<file path="config.mk">
export PLATFORM = sky130hd
export DESIGN_NAME = sram_port_seq
export DESIGN_NICKNAME = d
export VERILOG_FILES = /design/src/rtl/sram_seq_pkg.sv /design/src/rtl/sram_seq_timer.sv /design/src/rtl/sram_seq_capture.sv /design/src/rtl/sram_port_seq.sv
export SDC_FILE = /design/constraint.sdc
export NUM_CORES = 1
export LEC_CHECK = 0
export BUFFER_PORTS_ARGS = -buffer_cell sky130_fd_sc_hd__buf_4
export CORE_ASPECT_RATIO = 0.8
export CORE_UTILIZATION = 49
export DETAILED_ROUTE_END_ITERATION = 8
export PLACE_DENSITY = 0.81
export SYNTH_ARGS = -nofsm -noshare
export SYNTH_HDL_FRONTEND = slang
export SYNTH_SLANG_ARGS = --single-unit
</file>
<file path="constraint.sdc">
create_clock -name clk -period 1.9 [get_ports clk]
set_input_delay 0 -clock clk [delete_from_list [all_inputs] [get_ports clk]]
set_output_delay 0 -clock clk [all_outputs]
set_load 0.005 [all_outputs]
</file>
<file path="src/rtl/sram_seq_pkg.sv">
`timescale 1ns/1ps
package sram_seq_pkg;

    typedef enum logic [2:0] {
        PH_IDLE  = 3'd0,
        PH_WSU   = 3'd1,
        PH_WSTB  = 3'd2,
        PH_WHOLD = 3'd3,
        PH_RACC  = 3'd4,
        PH_REC   = 3'd5
    } phase_e;

    typedef struct packed {
        logic ce_n;
        logic rw_n;
        logic oe_n;
        logic drv;
    } pins_t;

    function automatic int imax(int a, int b);
        return (a > b) ? a : b;
    endfunction

endpackage

</file>
<file path="src/rtl/sram_seq_timer.sv">
`timescale 1ns/1ps
module sram_seq_timer #(
    parameter int CNT_W = 4
) (
    input  logic             clk,
    input  logic             rst_n,
    input  logic             load,
    input  logic [CNT_W-1:0] load_val,
    output logic             expired,
    output logic             last
);
    logic [CNT_W-1:0] cnt_d, cnt_q;

    always_comb begin
        cnt_d = cnt_q;
        if (load)
            cnt_d = load_val;
        else if (cnt_q != '0)
            cnt_d = cnt_q - 1'b1;
    end

    always_ff @(posedge clk or negedge rst_n) begin
        if (!rst_n) cnt_q <= '0;
        else        cnt_q <= cnt_d;
    end

    assign expired = (cnt_q == '0);
    assign last    = (cnt_q == CNT_W'(1));
endmodule

</file>
<file path="src/rtl/sram_seq_capture.sv">
`timescale 1ns/1ps
module sram_seq_capture #(
    parameter int DATA_W = 8
) (
    input  logic              clk,
    input  logic              rst_n,
    input  logic              cap,
    input  logic [DATA_W-1:0] din,
    output logic [DATA_W-1:0] dout
);
    logic [DATA_W-1:0] data_d, data_q;

    always_comb begin
        data_d = cap ? din : data_q;
    end

    always_ff @(posedge clk or negedge rst_n) begin
        if (!rst_n) data_q <= '0;
        else        data_q <= data_d;
    end

    assign dout = data_q;
endmodule

</file>
<file path="src/rtl/sram_port_seq.sv">
`timescale 1ns/1ps
module sram_port_seq
    import sram_seq_pkg::*;
#(
    parameter int ADDR_W          = 12,
    parameter int DATA_W          = 8,
    parameter bit SHAPE_BY_CE     = 1'b0,
    parameter bit OE_LOW_IN_WRITE = 1'b0,
    parameter int T_AS            = 0,
    parameter int T_WP            = 2,
    parameter int T_DW            = 2,
    parameter int T_WZ            = 2,
    parameter int T_DH            = 1,
    parameter int T_WR            = 0,
    parameter int T_AA            = 3,
    parameter int T_ACE           = 3,
    parameter int T_AOE           = 2,
    parameter int T_HZ            = 2,
    parameter int T_CYC           = 3
) (
    input  logic              clk,
    input  logic              rst_n,
    input  logic              req_i,
    input  logic              we_i,
    input  logic [ADDR_W-1:0] addr_i,
    input  logic [DATA_W-1:0] wdata_i,
    output logic              ready_o,
    output logic              done_o,
    output logic [DATA_W-1:0] rdata_o,
    output logic [ADDR_W-1:0] mem_addr_o,
    output logic              mem_ce_n_o,
    output logic              mem_rw_n_o,
    output logic              mem_oe_n_o,
    output logic [DATA_W-1:0] mem_dq_o,
    output logic              mem_dq_oe_o,
    input  logic [DATA_W-1:0] mem_dq_i
);
    // Phase lengths in cycles
    localparam int SU_N   = imax(1, T_AS);
    localparam int PW_N   = (!SHAPE_BY_CE && OE_LOW_IN_WRITE) ? imax(T_WP, T_WZ + T_DW)
                                                              : imax(T_WP, T_DW);
    localparam int HOLD_N = imax(1, T_DH);
    localparam int WBODY  = SU_N + PW_N + HOLD_N;
    localparam int WREC_N = imax(0, imax(T_WR, T_CYC - WBODY));
    localparam int ACC_N  = imax(imax(T_AA, T_ACE), T_AOE);
    localparam int RREC_N = imax(1, imax(T_HZ, T_CYC - ACC_N));
    localparam int MAXN   = imax(imax(imax(SU_N, PW_N), imax(HOLD_N, WREC_N)),
                                 imax(ACC_N, RREC_N));
    localparam int CNT_W  = $clog2(MAXN + 1);

    typedef struct packed {
        phase_e            ph;
        logic              ready;
        logic              done;
        pins_t             pins;
        logic [ADDR_W-1:0] addr;
        logic [DATA_W-1:0] wdata;
    } regs_t;

    regs_t r_d, r_q;
    logic  t_load, t_exp, t_last, cap;
    logic [CNT_W-1:0] t_val;

    function automatic pins_t decode(phase_e ph);
        pins_t p;
        p = '{ce_n: 1'b1, rw_n: 1'b1, oe_n: 1'b1, drv: 1'b0};
        case (ph)
            PH_WSU: begin
                p.ce_n = SHAPE_BY_CE;
                p.rw_n = !SHAPE_BY_CE;
                p.oe_n = !OE_LOW_IN_WRITE;
            end
            PH_WSTB: begin
                p.ce_n = 1'b0;
                p.rw_n = 1'b0;
                p.oe_n = !OE_LOW_IN_WRITE;
                p.drv  = 1'b1;
            end
            PH_WHOLD: begin
                p.ce_n = SHAPE_BY_CE;
                p.rw_n = !SHAPE_BY_CE;
                p.drv  = 1'b1;
            end
            PH_RACC: begin
                p.ce_n = 1'b0;
                p.oe_n = 1'b0;
            end
            default: ;
        endcase
        return p;
    endfunction

    always_comb begin
        r_d    = r_q;
        t_load = 1'b0;
        t_val  = '0;
        cap    = 1'b0;
        r_d.done = 1'b0;
        case (r_q.ph)
            PH_IDLE: if (req_i) begin
                r_d.addr  = addr_i;
                r_d.wdata = wdata_i;
                t_load    = 1'b1;
                if (we_i) begin
                    r_d.ph = PH_WSU;
                    t_val  = CNT_W'(SU_N - 1);
                end else begin
                    r_d.ph = PH_RACC;
                    t_val  = CNT_W'(ACC_N - 1);
                end
            end
            PH_WSU: if (t_exp) begin
                r_d.ph = PH_WSTB;
                t_load = 1'b1;
                t_val  = CNT_W'(PW_N - 1);
            end
            PH_WSTB: if (t_exp) begin
                r_d.ph   = PH_WHOLD;
                t_load   = 1'b1;
                t_val    = CNT_W'(HOLD_N - 1);
                r_d.done = (HOLD_N == 1);
            end
            PH_WHOLD: begin
                if (t_exp) begin
                    if (WREC_N > 0) begin
                        r_d.ph = PH_REC;
                        t_load = 1'b1;
                        t_val  = CNT_W'(imax(WREC_N, 1) - 1);
                    end else begin
                        r_d.ph = PH_IDLE;
                    end
                end else if (t_last) begin
                    r_d.done = 1'b1;
                end
            end
            PH_RACC: if (t_exp) begin
                r_d.ph   = PH_REC;
                t_load   = 1'b1;
                t_val    = CNT_W'(RREC_N - 1);
                cap      = 1'b1;
                r_d.done = 1'b1;
            end
            PH_REC: if (t_exp) r_d.ph = PH_IDLE;
            default: r_d.ph = PH_IDLE;
        endcase
        r_d.pins  = decode(r_d.ph);
        r_d.ready = (r_d.ph == PH_IDLE);
    end

    always_ff @(posedge clk or negedge rst_n) begin
        if (!rst_n) begin
            r_q.ph    <= PH_IDLE;
            r_q.ready <= 1'b1;
            r_q.done  <= 1'b0;
            r_q.pins  <= '{ce_n: 1'b1, rw_n: 1'b1, oe_n: 1'b1, drv: 1'b0};
            r_q.addr  <= '0;
            r_q.wdata <= '0;
        end else begin
            r_q <= r_d;
        end
    end

    sram_seq_timer #(.CNT_W(CNT_W)) u_timer (
        .clk(clk), .rst_n(rst_n), .load(t_load), .load_val(t_val),
        .expired(t_exp), .last(t_last)
    );

    sram_seq_capture #(.DATA_W(DATA_W)) u_cap (
        .clk(clk), .rst_n(rst_n), .cap(cap), .din(mem_dq_i), .dout(rdata_o)
    );

    assign ready_o     = r_q.ready;
    assign done_o      = r_q.done;
    assign mem_addr_o  = r_q.addr;
    assign mem_ce_n_o  = r_q.pins.ce_n;
    assign mem_rw_n_o  = r_q.pins.rw_n;
    assign mem_oe_n_o  = r_q.pins.oe_n;
    assign mem_dq_oe_o = r_q.pins.drv;
    assign mem_dq_o    = r_q.wdata;

    // Checker state: overlap length and busy length
    logic        olap;
    logic [15:0] olap_cnt, busy_cnt;
    assign olap = !mem_ce_n_o && !mem_rw_n_o;

    always_ff @(posedge clk or negedge rst_n) begin
        if (!rst_n) begin
            olap_cnt <= '0;
            busy_cnt <= '0;
        end else begin
            olap_cnt <= olap ? olap_cnt + 16'd1 : 16'd0;
            busy_cnt <= ready_o ? 16'd0 : busy_cnt + 16'd1;
        end
    end

    assert_pulse_len_R3: assert property (@(posedge clk) disable iff (!rst_n)
        $fell(olap) |-> (olap_cnt == 16'(PW_N)));

    assert_hold_drive_R4: assert property (@(posedge clk) disable iff (!rst_n)
        $fell(olap) |-> (mem_dq_oe_o && mem_oe_n_o && $stable(mem_dq_o) && $stable(mem_addr_o)));

    assert_addr_locked_R5: assert property (@(posedge clk) disable iff (!rst_n)
        !$stable(mem_addr_o) |-> (($past(mem_ce_n_o) || $past(mem_rw_n_o)) && (mem_ce_n_o || mem_rw_n_o)));

    assert_no_bus_fight_R8: assert property (@(posedge clk) disable iff (!rst_n)
        mem_dq_oe_o |-> !(!mem_oe_n_o && mem_rw_n_o));

    assert_cycle_time_R9: assert property (@(posedge clk) disable iff (!rst_n)
        $rose(ready_o) |-> (busy_cnt >= 16'(T_CYC)));

    assert_done_single_R11: assert property (@(posedge clk) disable iff (!rst_n)
        done_o |=> !done_o);

    generate
        if (SHAPE_BY_CE) begin : g_ce_shape
            assert_ce_strobe_R6: assert property (@(posedge clk) disable iff (!rst_n)
                ($fell(mem_ce_n_o) && !mem_rw_n_o) |-> $past(!mem_rw_n_o));
        end else begin : g_rw_shape
            assert_rw_strobe_R6: assert property (@(posedge clk) disable iff (!rst_n)
                $fell(mem_rw_n_o) |-> (!mem_ce_n_o && $past(!mem_ce_n_o)));
        end
    endgenerate
endmodule

</file>
==> results of run 1 <==
-- worst reg2reg max path, stage by stage, from the launching register on --
cell and delay [ps]:
dfrtp_1 600, and3_1 520, mux2_2 410
-- through the flow --
step / instance area [um2] / hold WS [ps] / setup WS [ps]
floorplan: 1890 / -296 / 392
global placement: 2270 / -20.0 / 330
detailed placement: 2270 / -2.83 / 279
CTS: 2680 / 24.9 / 273
global route: 2680 / 48.0 / 190
finish: 2680 / 32.2 / 259
-- per-layer routing --
layer,GRT usage (%),vias up,wire (um)
li1,-,625,-
met1,26.7,667,1790
met2,36.6,63,2060
met3,7.42,11,326
met4,7.43,0,90
met5,0,-,0
-- worst paths after layout --
kind,end,slack (ps),depth (start not counted)
min reg2reg,u_cap.dout[0],520,1
min in group asynchronous,u_cap.dout[5],230,2
max reg2reg,u_cap.dout[6],260,2
max in group asynchronous,mem_ce_n_o,1320,2
max,u_cap.dout[6],260,2
min,ready_o,30,3
-- kinds of logic (layout without fill, tap and decap cells) --
kind of cell	after synthesis	count (layout)	share of synthesized area, %
adder cells (fa/ha/maj)	2	2	1.33
multiplexers	30	30	21.2
XOR/XNOR	2	2	0.929
flip-flops	39	39	52.0
buffers and inverters	34	112	12.1
AND/OR/NAND/NOR	20	20	6.04
AO/OA/AOI/OAI	18	18	6.43
-- cell type report --
cell class              count  area (um2)
repair buffers             99         828
clock buffers               6        82.6
flip-flops and latches     39         981
fillers                   202         867
multi-input cells          72         677
inverters                   5        18.8
clock inverters             2        35.0
well taps                  42        52.6
-- synthesized netlist by cell type (all sizes together), types with 2 or more instances --
master	count	area [um2]
a21oi	3	15.0
ha	2	25.0
inv	5	18.8
buf	27	203
a211oi	2	15.0
clkbuf	2	7.51
nand2	4	15.0
dfrtp	35	876
o21ai	5	25.0
nor2	8	30.0
mux2i	2	20.0
dfstp	4	105
o211ai	2	15.0
mux2	28	379
-- cell usage in the layout (no fill, tap or decap), types with 2 or more instances in the layout --
master and instances:
buf_4 69, dfrtp_1 35, dlygate4sd3_1 29, mux2_4 17
mux2_2 11, nor2_1 8, clkbuf_8 6, inv_1 5
o21ai_0 5, nand2_1 4, dfstp_2 4, a21oi_1 3
a211oi_1 2, mux2i_1 2, o211ai_1 2, ha_1 2
-- report_power, final --
part / switching [mW] / internal, mW / leakage, nW
Combinational: 0.743 / 1.19 / 0.761
Clock: 0.287 / 0.425 / 0.0612
Sequential: 0.286 / 1.27 / 0.463
Total: 1.32 / 2.88 / 1.29
-- flip-flops by register name, summed over array words and instances, names as in the netlist --
signal / cells
done_o: 1
mem_addr_o: 12
mem_ce_n_o: 1
mem_dq_o: 8
mem_dq_oe_o: 1
mem_oe_n_o: 1
mem_rw_n_o: 1
r_q: 3
ready_o: 1
u_cap.dout: 8
u_timer.cnt_q: 2
==> out/results.ini, run 1 <==
[run_status]
violations = DRC
outcome = complete, but fails checks

[synth]
syn_nets = 179
ys.warnings.count = 0
synth.cell_area_um2 = 1890
avgSynthCellArea_um2 = 13.0
async_flop_share_pct = 100
synth_edf_count = 0
synth_ff_type = dfrtp_1
synth_cell_types = 34
synth_seq_cells = 39
synth_cells = 145
ys_seq_area_share_pct = 52.0

[finish]
utilization_pct = 75.5
drive_gt1_share_pct = 50.2
final_cells = 265
syn2layout_area_growth_pct = 41.8
final_nets = 256
insertedDiodeCount = 0

[sta]
setup_viol = 0
rsz0062_at_grt = false
relSlewSlack_pct = 67.8
finalMaxSlewViolations = 0
skew_ps = 4.34
finalSetupTns_ps = 0
worst_pin_slew_ps = 483
final_hold_viol_count = 0
fin_crit_ps = 1640
max_freq_mhz = 610
fin_crit_sh_pct = 86.3

[placed_design]
dpl.hpwl_mm = 2.65
numPortBuffers = 65
gp_congestion = 0.812
placed_cells = 228

[global_route]
grt_first_pass_wirelength_mm = 6.67
grtUsageTotal_pct = 21.9
grt_start_max_net_pins = 40
antenna_found_initial = 0
grt-ovfl-total = 0
grt_pass1_vias = 1371

[clock_tree]
postCtsSetupBuffers = 0
ctsResizeCount = 0
tritoncts = built
cts_made_buffers = 5
cts_sinks = 39
clockBufferDepth = 2
cts_hold_buf = 29
path_clk_slew_ps = 80
insertion_delay_ps = 290
root_buffer = clkbuf_8
cts_max_level = 2

[power_and_ir_drop]
p_leak_nw = 1.29
peakVddDrop_mv = 0.947
p_per_area_nw_per_um2 = 1570
p_total_mw = 4.20

[floorplan]
ios = 66
fp.coreArea_um2 = 3540
die_w_um = 71.4
chipHeight_um = 57.5
rows = 19
die_area_um2 = 4100
start_util_pct = 53.3

[critical_path]
crit_start = r_q[28]
end_kind = flop
cp_data_arrival_time_ps = 1820
worst-path-buf-inv = 0
cp_max_fo = 13
critical-path-max-stage-delay_ps = 600
cp_slowest_cell = dfrtp_1
worstPathRequired_ps = 2080
crit_type = reg -> reg
worst_setup_path_start_kind = flop
cp_top_family = flip-flops
timing.rr.start = r_q[28]
cp_cell_sequence = and3_1 > mux2_2

[drt]
avgRoutedWirePerCell_um = 16.1
first_pass_iters = 8
routed_wl_mm = 4.27
viasPerCell = 5.15
drc = 8
ant_nets = 0
vias = 1366
drt-initial-drc-count = 84

[hold_path]
worstHoldStart = req_i
hold_class = in -> reg

[job]
max-cap-violations = 0

Note: power is estimated with default switching activity, not from simulation.
==> run 2, diff against run 1 <==
CORE_MARGIN = 1.5   (was default)
==> run 2 against run 1 <==
Effect of this change:
- setup slack got worse by 18 ps
- die area rose by 3.2%
- hold slack improved by 39 ps
- the run now ends clean
- critical path depth rose by 1
==> out/results.ini, run 2 (synthesis results as in run 1) <==
[floorplan]
ios = 66
die_w_um = 72.4
fp.coreArea_um2 = 3570
rows = 19
die_area_um2 = 4230
start_util_pct = 52.9
chipHeight_um = 58.5

[global_route]
antenna_found_initial = 0
grt_pass1_vias = 1461
grt-ovfl-total = 0
grtUsageTotal_pct = 22.2
grt_first_pass_wirelength_mm = 6.96
grt_start_max_net_pins = 40

[clock_tree]
ctsResizeCount = 0
root_buffer = clkbuf_8
cts_made_buffers = 5
path_clk_slew_ps = 70
insertion_delay_ps = 300
cts_max_level = 2
cts_hold_buf = 29
postCtsSetupBuffers = 0
clockBufferDepth = 2
tritoncts = built
cts_sinks = 39

[drt]
vias = 1334
avgRoutedWirePerCell_um = 16.3
viasPerCell = 5.00
drt-initial-drc-count = 65
first_pass_iters = 4
ant_nets = 0
drc = 0
routed_wl_mm = 4.36

[sta]
fin_crit_sh_pct = 87.3
finalMaxSlewViolations = 0
final_hold_viol_count = 0
rsz0062_at_grt = false
worst_pin_slew_ps = 486
relSlewSlack_pct = 67.6
fin_crit_ps = 1660
finalSetupTns_ps = 0
skew_ps = 14.3
max_freq_mhz = 603
setup_viol = 0

[run_status]
outcome = finished, final reports clean

[critical_path]
critical-path-max-stage-delay_ps = 530
cp_slowest_cell = dfrtp_1
cp_cell_sequence = nor4b_4 > buf_12 > mux2_2
end_kind = flop
rrSetupSlack_ps = 240
worstPathRequired_ps = 2070
worst_setup_path_start_kind = flop
cp_max_fo = 18
crit_type = reg -> reg
cp_data_arrival_time_ps = 1830

[finish]
insertedDiodeCount = 0
n_fill_cell = 225
syn2layout_area_growth_pct = 42.3
final_cell_mix = buf_4 (71), dfrtp_1 (35), dlygate4sd3_1 (29)
layout_commonest_cell = buf_4
drive_gt1_share_pct = 50.7
final_nets = 258
largest_register_ff_count = 12

[power_and_ir_drop]
pwr-share-seq_pct = 37.3
p_sw_mw = 1.32
power.share.switching_pct = 31.5
p_total_mw = 4.18
p_per_area_nw_per_um2 = 1560
intPower_mw = 2.87
peakVddDrop_mv = 0.927
clkPwrFrac_pct = 16.4
comb_power_share_pct = 46.4
p_leak_nw = 1.29

[placed_design]
dpl.hpwl_mm = 2.77
gp_congestion = 0.820
numPortBuffers = 65

[job]
max-cap-violations = 0

[hold_path]
hold_class = in -> reg

## run 2: changes by cell type in the layout (fill, tap and decap cells not counted)
cell	delta
buf_4	+2
clkbuf_8	-1
clkinv_4	+1
## run 2: layer usage
layer	vias to the layer above	wire length (um)	part of all wire (%)	global-route usage, %
met2	50	2230	51	39.4
met1	652	1860	43	26.8
met3	5	230	5.3	4.97
li1	627	-	-	-
met4	0	39	0.89	7.82
met5	-	0	0	0
## run 2: layout make-up
type	instances	area, um2	share of cell area (%)
clock buffers	5	68.8	2.56
multi-input cells	72	677	25.2
well taps	42	52.6	1.96
clock inverters	3	43.8	1.63
inverters	5	18.8	0.699
flip-flops and latches	39	981	36.5
repair buffers	101	843	31.4
## run 2: path summary, 6_finish.rpt
path / startpoint / cells after the start / endpoint
setup / recovery: r_q[28] / 3 / mem_addr_o[1]
setup reg to reg: r_q[28] / 3 / mem_addr_o[1]
hold / removal: req_i / 3 / ready_o
max in group asynchronous: rst_n / 2 / mem_oe_n_o
hold reg to reg: mem_addr_o[5] / 1 / mem_addr_o[5]
min in group asynchronous: rst_n / 2 / u_cap.dout[5]
## run 2: metrics by stage
step	hold WS [ps]	instance area (um2)	cells	setup WS (ps)	utilization [%]
after global routing	76.3	2690	267	172	75.3
after CTS	58.2	2690	267	246	75.3
after global placement	-17.2	2280	230	327	64.0
after detailed placement	-8.71	2280	230	256	64.0
after floorplan	-296	1890	145	392	-
final	71.5	2690	267	242	75.3
## run 2: worst max-delay path: cells and delay by family (launching register included)
kind,cells,cell delay [ps]
buf+inv,1,230
flops,1,530
mux,1,360
simple gates,1,430
## run 2: power groups by stage
stage	Combinational, mW	Clock (mW)	Sequential [mW]
after CTS	1.93	0.699	1.56
after detailed placement	1.87	0	1.57
after global placement	1.80	0	1.54
final	1.94	0.684	1.56
after global routing	2.09	0.739	1.62
after floorplan	1.41	0	1.46
